===== src/rtl/seg_mem_pkg.sv =====
package seg_mem_pkg;
  localparam int SEG_COUNT = 4;
  localparam int SEL_W     = 2;
  localparam int BASE_W    = 3;

  typedef enum logic [SEL_W-1:0] {
    SEG_CODE  = 2'd0,
    SEG_DATA  = 2'd1,
    SEG_STACK = 2'd2,
    SEG_EXTRA = 2'd3
  } seg_sel_e;

  // Default pairing of base register code to segment, with override.
  function automatic seg_sel_e choose_seg(input logic [BASE_W-1:0] base,
                                          input logic ovr_en,
                                          input logic [SEL_W-1:0] ovr_sel);
    seg_sel_e pick;
    case (base)
      3'd0:       pick = SEG_CODE;
      3'd1, 3'd2: pick = SEG_STACK;
      default:    pick = SEG_DATA;
    endcase
    if (ovr_en) pick = seg_sel_e'(ovr_sel);
    return pick;
  endfunction
endpackage


===== src/rtl/seg_regfile.sv =====
module seg_regfile
  import seg_mem_pkg::*;
#(
  parameter int SEG_W = 16
) (
  input  logic             clk,
  input  logic             rst_n,
  input  logic             wr_en,
  input  logic [SEL_W-1:0] wr_sel,
  input  logic [SEG_W-1:0] wr_data,
  input  logic [SEL_W-1:0] rd_sel,
  output logic [SEG_W-1:0] rd_seg
);
  logic [SEG_W-1:0] seg_q [SEG_COUNT];

  for (genvar g = 0; g < SEG_COUNT; g++) begin : g_seg
    always_ff @(posedge clk) begin
      if (!rst_n)
        seg_q[g] <= '0;
      else if (wr_en && (wr_sel == SEL_W'(g)))
        seg_q[g] <= wr_data;
    end
  end

  assign rd_seg = seg_q[rd_sel];
endmodule


===== src/rtl/seg_addr_gen.sv =====
module seg_addr_gen #(
  parameter int SEG_W  = 16,
  parameter int OFF_W  = 16,
  parameter int SHIFT  = 4,
  parameter int ADDR_W = SEG_W + SHIFT
) (
  input  logic [SEG_W-1:0]  seg,
  input  logic [OFF_W-1:0]  offset,
  output logic [ADDR_W-1:0] phys
);
  function automatic logic [ADDR_W-1:0] form_phys(input logic [SEG_W-1:0] s,
                                                  input logic [OFF_W-1:0] o);
    logic [ADDR_W-1:0] base_part;
    logic [ADDR_W-1:0] off_part;
    base_part = ADDR_W'(s) << SHIFT;
    off_part  = ADDR_W'(o);
    return base_part + off_part;
  endfunction

  assign phys = form_phys(seg, offset);
endmodule


===== src/rtl/seg_byte_seq.sv =====
module seg_byte_seq #(
  parameter int ADDR_W = 20,
  parameter int DATA_W = 8
) (
  input  logic                  clk,
  input  logic                  rst_n,
  input  logic                  start,
  input  logic [ADDR_W-1:0]     start_addr,
  input  logic                  start_we,
  input  logic                  start_word,
  input  logic [2*DATA_W-1:0]   start_wdata,
  output logic                  idle,
  output logic                  second_cycle,
  output logic                  mem_en,
  output logic                  mem_we,
  output logic [ADDR_W-1:0]     mem_addr,
  output logic [DATA_W-1:0]     mem_wdata,
  input  logic [DATA_W-1:0]     mem_rdata,
  output logic                  ready,
  output logic [2*DATA_W-1:0]   rdata
);
  typedef enum logic [1:0] {ST_IDLE, ST_ACC0, ST_ACC1, ST_RESP} st_e;

  st_e                 state;
  logic [ADDR_W-1:0]   addr_q;
  logic                we_q;
  logic                word_q;
  logic [2*DATA_W-1:0] wdata_q;
  logic [2*DATA_W-1:0] rdata_q;
  logic                ready_q;

  function automatic logic [ADDR_W-1:0] step_addr(input logic [ADDR_W-1:0] a);
    return a + ADDR_W'(1);
  endfunction

  assign idle         = (state == ST_IDLE);
  assign second_cycle = (state == ST_ACC1);
  assign mem_en       = (state == ST_ACC0) || (state == ST_ACC1);
  assign mem_we       = mem_en && we_q;
  assign mem_addr     = second_cycle ? step_addr(addr_q) : addr_q;
  assign mem_wdata    = second_cycle ? wdata_q[2*DATA_W-1:DATA_W] : wdata_q[DATA_W-1:0];
  assign ready        = ready_q;
  assign rdata        = rdata_q;

  always_ff @(posedge clk) begin
    if (!rst_n) begin
      state   <= ST_IDLE;
      addr_q  <= '0;
      we_q    <= 1'b0;
      word_q  <= 1'b0;
      wdata_q <= '0;
      rdata_q <= '0;
      ready_q <= 1'b0;
    end else begin
      ready_q <= 1'b0;
      case (state)
        ST_IDLE: begin
          if (start) begin
            addr_q  <= start_addr;
            we_q    <= start_we;
            word_q  <= start_word;
            wdata_q <= start_wdata;
            state   <= ST_ACC0;
          end
        end
        ST_ACC0: state <= word_q ? ST_ACC1 : ST_RESP;
        ST_ACC1: begin
          if (!we_q) rdata_q[DATA_W-1:0] <= mem_rdata;
          state <= ST_RESP;
        end
        ST_RESP: begin
          if (!we_q) begin
            if (word_q) rdata_q[2*DATA_W-1:DATA_W] <= mem_rdata;
            else        rdata_q <= {{DATA_W{1'b0}}, mem_rdata};
          end
          ready_q <= 1'b1;
          state   <= ST_IDLE;
        end
        default: state <= ST_IDLE;
      endcase
    end
  end
endmodule


===== src/rtl/seg_mem_unit.sv =====
module seg_mem_unit
  import seg_mem_pkg::*;
#(
  parameter int SEG_W  = 16,
  parameter int OFF_W  = 16,
  parameter int SHIFT  = 4,
  parameter int DATA_W = 8,
  localparam int ADDR_W = SEG_W + SHIFT
) (
  input  logic                clk,
  input  logic                rst_n,
  input  logic                seg_wr_en,
  input  logic [SEL_W-1:0]    seg_wr_sel,
  input  logic [SEG_W-1:0]    seg_wr_data,
  input  logic                req_valid,
  input  logic                req_write,
  input  logic                req_word,
  input  logic [BASE_W-1:0]   req_base,
  input  logic                req_ovr_en,
  input  logic [SEL_W-1:0]    req_ovr_sel,
  input  logic [OFF_W-1:0]    req_offset,
  input  logic [2*DATA_W-1:0] req_wdata,
  output logic                ready,
  output logic [2*DATA_W-1:0] rdata,
  output logic                mem_en,
  output logic                mem_we,
  output logic [ADDR_W-1:0]   mem_addr,
  output logic [DATA_W-1:0]   mem_wdata,
  input  logic [DATA_W-1:0]   mem_rdata
);
  seg_sel_e          seg_pick;
  logic [SEG_W-1:0]  cur_seg;
  logic [ADDR_W-1:0] phys_addr;
  logic              seq_idle;
  logic              acc_accept;
  logic              second_cycle;

  assign seg_pick   = choose_seg(req_base, req_ovr_en, req_ovr_sel);
  assign acc_accept = req_valid && seq_idle;

  seg_regfile #(.SEG_W(SEG_W)) u_segs (
    .clk     (clk),
    .rst_n   (rst_n),
    .wr_en   (seg_wr_en),
    .wr_sel  (seg_wr_sel),
    .wr_data (seg_wr_data),
    .rd_sel  (seg_pick),
    .rd_seg  (cur_seg)
  );

  seg_addr_gen #(.SEG_W(SEG_W), .OFF_W(OFF_W), .SHIFT(SHIFT), .ADDR_W(ADDR_W)) u_agen (
    .seg    (cur_seg),
    .offset (req_offset),
    .phys   (phys_addr)
  );

  seg_byte_seq #(.ADDR_W(ADDR_W), .DATA_W(DATA_W)) u_seq (
    .clk          (clk),
    .rst_n        (rst_n),
    .start        (acc_accept),
    .start_addr   (phys_addr),
    .start_we     (req_write),
    .start_word   (req_word),
    .start_wdata  (req_wdata),
    .idle         (seq_idle),
    .second_cycle (second_cycle),
    .mem_en       (mem_en),
    .mem_we       (mem_we),
    .mem_addr     (mem_addr),
    .mem_wdata    (mem_wdata),
    .mem_rdata    (mem_rdata),
    .ready        (ready),
    .rdata        (rdata)
  );
endmodule


===== config.mk =====
export PLATFORM = sky130hd
export DESIGN_NAME = seg_mem_unit
export DESIGN_NICKNAME = d
export VERILOG_FILES = /design/src/rtl/seg_mem_pkg.sv /design/src/rtl/seg_regfile.sv /design/src/rtl/seg_addr_gen.sv /design/src/rtl/seg_byte_seq.sv /design/src/rtl/seg_mem_unit.sv
export SDC_FILE = /design/constraint.sdc
export NUM_CORES = 1
export LEC_CHECK = 0
export BUFFER_PORTS_ARGS = -buffer_cell sky130_fd_sc_hd__buf_2
export CAP_MARGIN = 20
export CORE_MARGIN = 2
export CORE_UTILIZATION = 56
export DETAILED_ROUTE_END_ITERATION = 12
export GPL_TIMING_DRIVEN = 0
export PLACE_DENSITY = 0.81
export SYNTH_ARGS = -nofsm -noshare
export SYNTH_HDL_FRONTEND = slang
export SYNTH_SLANG_ARGS = --single-unit

===== constraint.sdc =====
create_clock -name clk -period 5.2 [get_ports clk]
set_clock_uncertainty 0.15 [all_clocks]
set_input_delay 0.52 -clock clk [delete_from_list [all_inputs] [get_ports clk]]
set_output_delay 0.52 -clock clk [all_outputs]
set_load 0.02 [all_outputs]

==> summary.txt <==
Status
  • Status: completed

Detailed routing
  • DR WL met2: 7280 um
  • Top routing layer used: met4
  • DR DRC count: 0
  • TritonRoute pass-1 iters: 5
  • Post-DRT Antenna Nets: 0
  • Met1 WL: 6150 um
  • Drt via density: 5.40
  • Drt wl/cell: 16.2 um
  • Post-Route WL: 14500 um
  • Routed wl met3: 811 um
  • Vias after detailed routing: 4810
  • Detailed Route Iter0 Violations: 229

Floorplanning
  • Io pins: 117
  • Num rows: 38
  • Die ar.: 11800 um^2
  • Placeable core area: 10800 um^2
  • Die Y: 109 um
  • Starting Density: 0.569
  • Chip width: 109 um

STA
  • Final setup TNS: 0 ps
  • Achievable Freq: 0.242 GHz
  • Finish-stage setup viols: 0
  • Slew Limit Fails: 0
  • Slew @ Worst Pin: 1030 ps
  • Rel. slew slack: 0.313
  • Fin crit share: 0.796
  • Crit path time final: 4140 ps
  • RSZ-0062 raised after global routing: no
  • Fin. Hold Viols: 0

Critical path
  • Worst-path cell chain: buf_2, a21oi_1, nor2_1, a21oi_1, buf_2, buf_4, buf_2, a211oi_1, a21oi_1, ha_1, inv_1, fa_1, nand2b_1, a21oi_1, a21oi_1, a311oi_1, nand3_1, xor2_1, a21oi_1
  • Critical R2R Capture: u_seq.addr_q[18]
  • WP data required: 5440 ps
  • Critical path class: in2reg
  • Slack of the worst reg-to-reg path: 2260 ps
  • CP arrival: 4380 ps
  • Slowest Stage Delay on Critical Path: 400 ps
  • Critical path startpoint category: primary input
  • Crit path capture: u_seq.addr_q[18]
  • Worst-path maximum fanout: 10
  • CP endpoint kind: register
  • CP startpoint: req_base[1]
  • Reg2Reg Depth: 13
  • Most frequent CP cell: a21oi_1
  • CP max stage cell: a21oi_1
  • Worst R2R Start: u_segs.seg_q[1][0]

Clock tree
  • Post-CTS Setup Bufs: 0
  • Clock sinks: 121
  • CTS buffer count: 17
  • Post-CTS Hold Buffers: 0
  • Clock transition at the registers of the reported paths: 60 ps
  • CTS tree: yes
  • Clk_lat worst skew: 530 ps
  • Clk buf depth: 2
  • Post-cts repair resize count: 0
  • H-Tree Level Count: 4
  • Clock root buffer: clkbuf_8

Yosys
  • Post-synthesis cell count: 604
  • Commonest cells in the synthesized netlist: nand2_1, and2_1, edfxtp_1
  • Post-Syn Area: 6140 um^2
  • Sequential share of the synthesized area: 0.498
  • Synth area leader: edfxtp_1
  • Ys flop type: edfxtp_1
  • Synth cell types: 40
  • YS warnings: 0
  • Mapped Avg Cell Area: 10.2 um^2
  • Synth top area share: 0.313
  • Post-synth EDFFs: 64
  • Syn Nets: 693
  • Post-synthesis register bit count: 121
  • Top post-synthesis cells by area: edfxtp_1, dfxtp_1, and2_1
  • Most common cell in the netlist: nand2_1
  • Share of synthesized registers carrying an async set or reset: 0

Power and ir drop
  • Total power: 3.33 mW
  • Clk pwr share: 0.369
  • Max VDD drop: 0.231 mV
  • Pint: 2.27 mW
  • Sequential Power Share: 0.366
  • Pleak: 3.14 nW
  • Sw frac: 0.321
  • Power per cell area: 442 nW/um^2
  • NetSw: 1.07 mW
  • Comb power frac: 0.265

GRT
  • Total GRT Usage: 0.252
  • Largest net degree at the start of global routing: 17
  • Vias in the first global route: 4674
  • Grt ovf: 0
  • Initial antenna violation count: 0
  • First-pass GRT wire length: 22500 um

Layout
  • Nets@finish: 827
  • Share of layout cells above drive strength 1: 0.225
  • Final core utilization: 0.699
  • Area delta synth->final: 22.7%
  • # diodes: 0

Hold path
  • Hold crit path type: in2reg

Placed design
  • DP HPWL: 10300 um
  • # port buffers: 115
  • RePlAce Congestion: 0.839

Job
  • Max Cap Viol: 0
## layout make-up
class / count / area [um^2]
fill: 779 / 3250
timing repair buffer: 115 / 576
clock inverter: 10 / 124
multi-input combinational: 445 / 2940
inverter: 8 / 30.0
clock buffer: 22 / 508
sequential: 121 / 3060
buffer: 30 / 128
tap: 140 / 175
## kinds of logic after synthesis
kind of cell | after synthesis | synth area share
AO/OA/AOI/OAI | 106 | 0.112
XOR/XNOR | 31 | 0.0442
adder cells (fa/ha/maj) | 19 | 0.0399
buffers and inverters | 38 | 0.0257
flip-flops | 121 | 0.498
multiplexers | 45 | 0.0786
AND/OR/NAND/NOR | 244 | 0.201
## layer usage
layer	GRT usage	up-vias
met1	0.306	2260
met5	0	-
met4	0.0971	0
li1	-	2364
met2	0.444	163
met3	0.0490	23
## critical path, delay by kind of cell
kind / cells / cell delay, ps
simple gates: 3 / 390
fa+ha+maj: 2 / 580
xor+xnor: 1 / 200
compound gates: 8 / 1630
buf+inv: 5 / 1040
## sequential cells by signal (all words and copies together), names as in the netlist
signal,count
u_seq.rdata,16
u_seq.ready,1
u_segs.seg_q,64
u_seq.addr_q,20
u_seq.we_q,1
u_seq.state,2
u_seq.word_q,1
u_seq.wdata_q,16
## power groups by stage
stage,registers (mW),clock network [mW],logic [mW]
detailed placement,1.24,0,0.880
finish,1.22,1.23,0.885
CTS,1.22,1.24,0.884
global route,1.23,1.28,0.975
global placement,1.23,0,0.851
floorplan,1.24,0,0.609
## cells in the final DEF, fill, tap and decap left out, types with 4 or more instances in the layout
| master | n |
|---|---|
| buf_2 | 118 |
| nand2_1 | 85 |
| and2_1 | 74 |
| edfxtp_1 | 64 |
| dfxtp_1 | 57 |
| mux2i_1 | 32 |
| a21boi_0 | 32 |
| a21oi_1 | 26 |
| nand3_1 | 24 |
| clkbuf_1 | 23 |
| nor2b_1 | 23 |
| nor2_1 | 19 |
| clkbuf_16 | 19 |
| ha_1 | 18 |
| xnor2_1 | 17 |
| o21ai_0 | 16 |
| a211oi_1 | 14 |
| xor2_1 | 14 |
| mux2_2 | 9 |
| inv_1 | 8 |
| nand2b_1 | 7 |
| and3_1 | 4 |
| nand4_1 | 4 |
| o21ai_2 | 4 |
## per-stage QoR
stage / hold slack, ps / instance area [um^2] / setup slack (ps) / cells
2_1_floorplan: 290 / 6140 / 1300 / 604
3_3_place_gp: 298 / 6900 / 608 / 859
3_5_place_dp: 306 / 6910 / 519 / 859
4_1_cts: 82.8 / 7540 / 1060 / 891
5_1_grt: 91.0 / 7540 / 757 / 891
6_report: 98.8 / 7540 / 1060 / 891
## worst min path at each step
stage,startpoint,end,slack (ps),cells past startpoint
CTS,req_wdata[3],u_seq.wdata_q[3],80,3
finish,req_wdata[7],u_seq.wdata_q[7],100,3
global placement,u_seq.rdata[11],u_seq.rdata[11],300,2
global route,req_wdata[15],u_seq.wdata_q[15],90,3
floorplan,u_seq.wdata_q[14],u_seq.wdata_q[14],290,2
detailed placement,u_seq.rdata[15],u_seq.rdata[15],310,2
(Power assumes the default switching activity.)
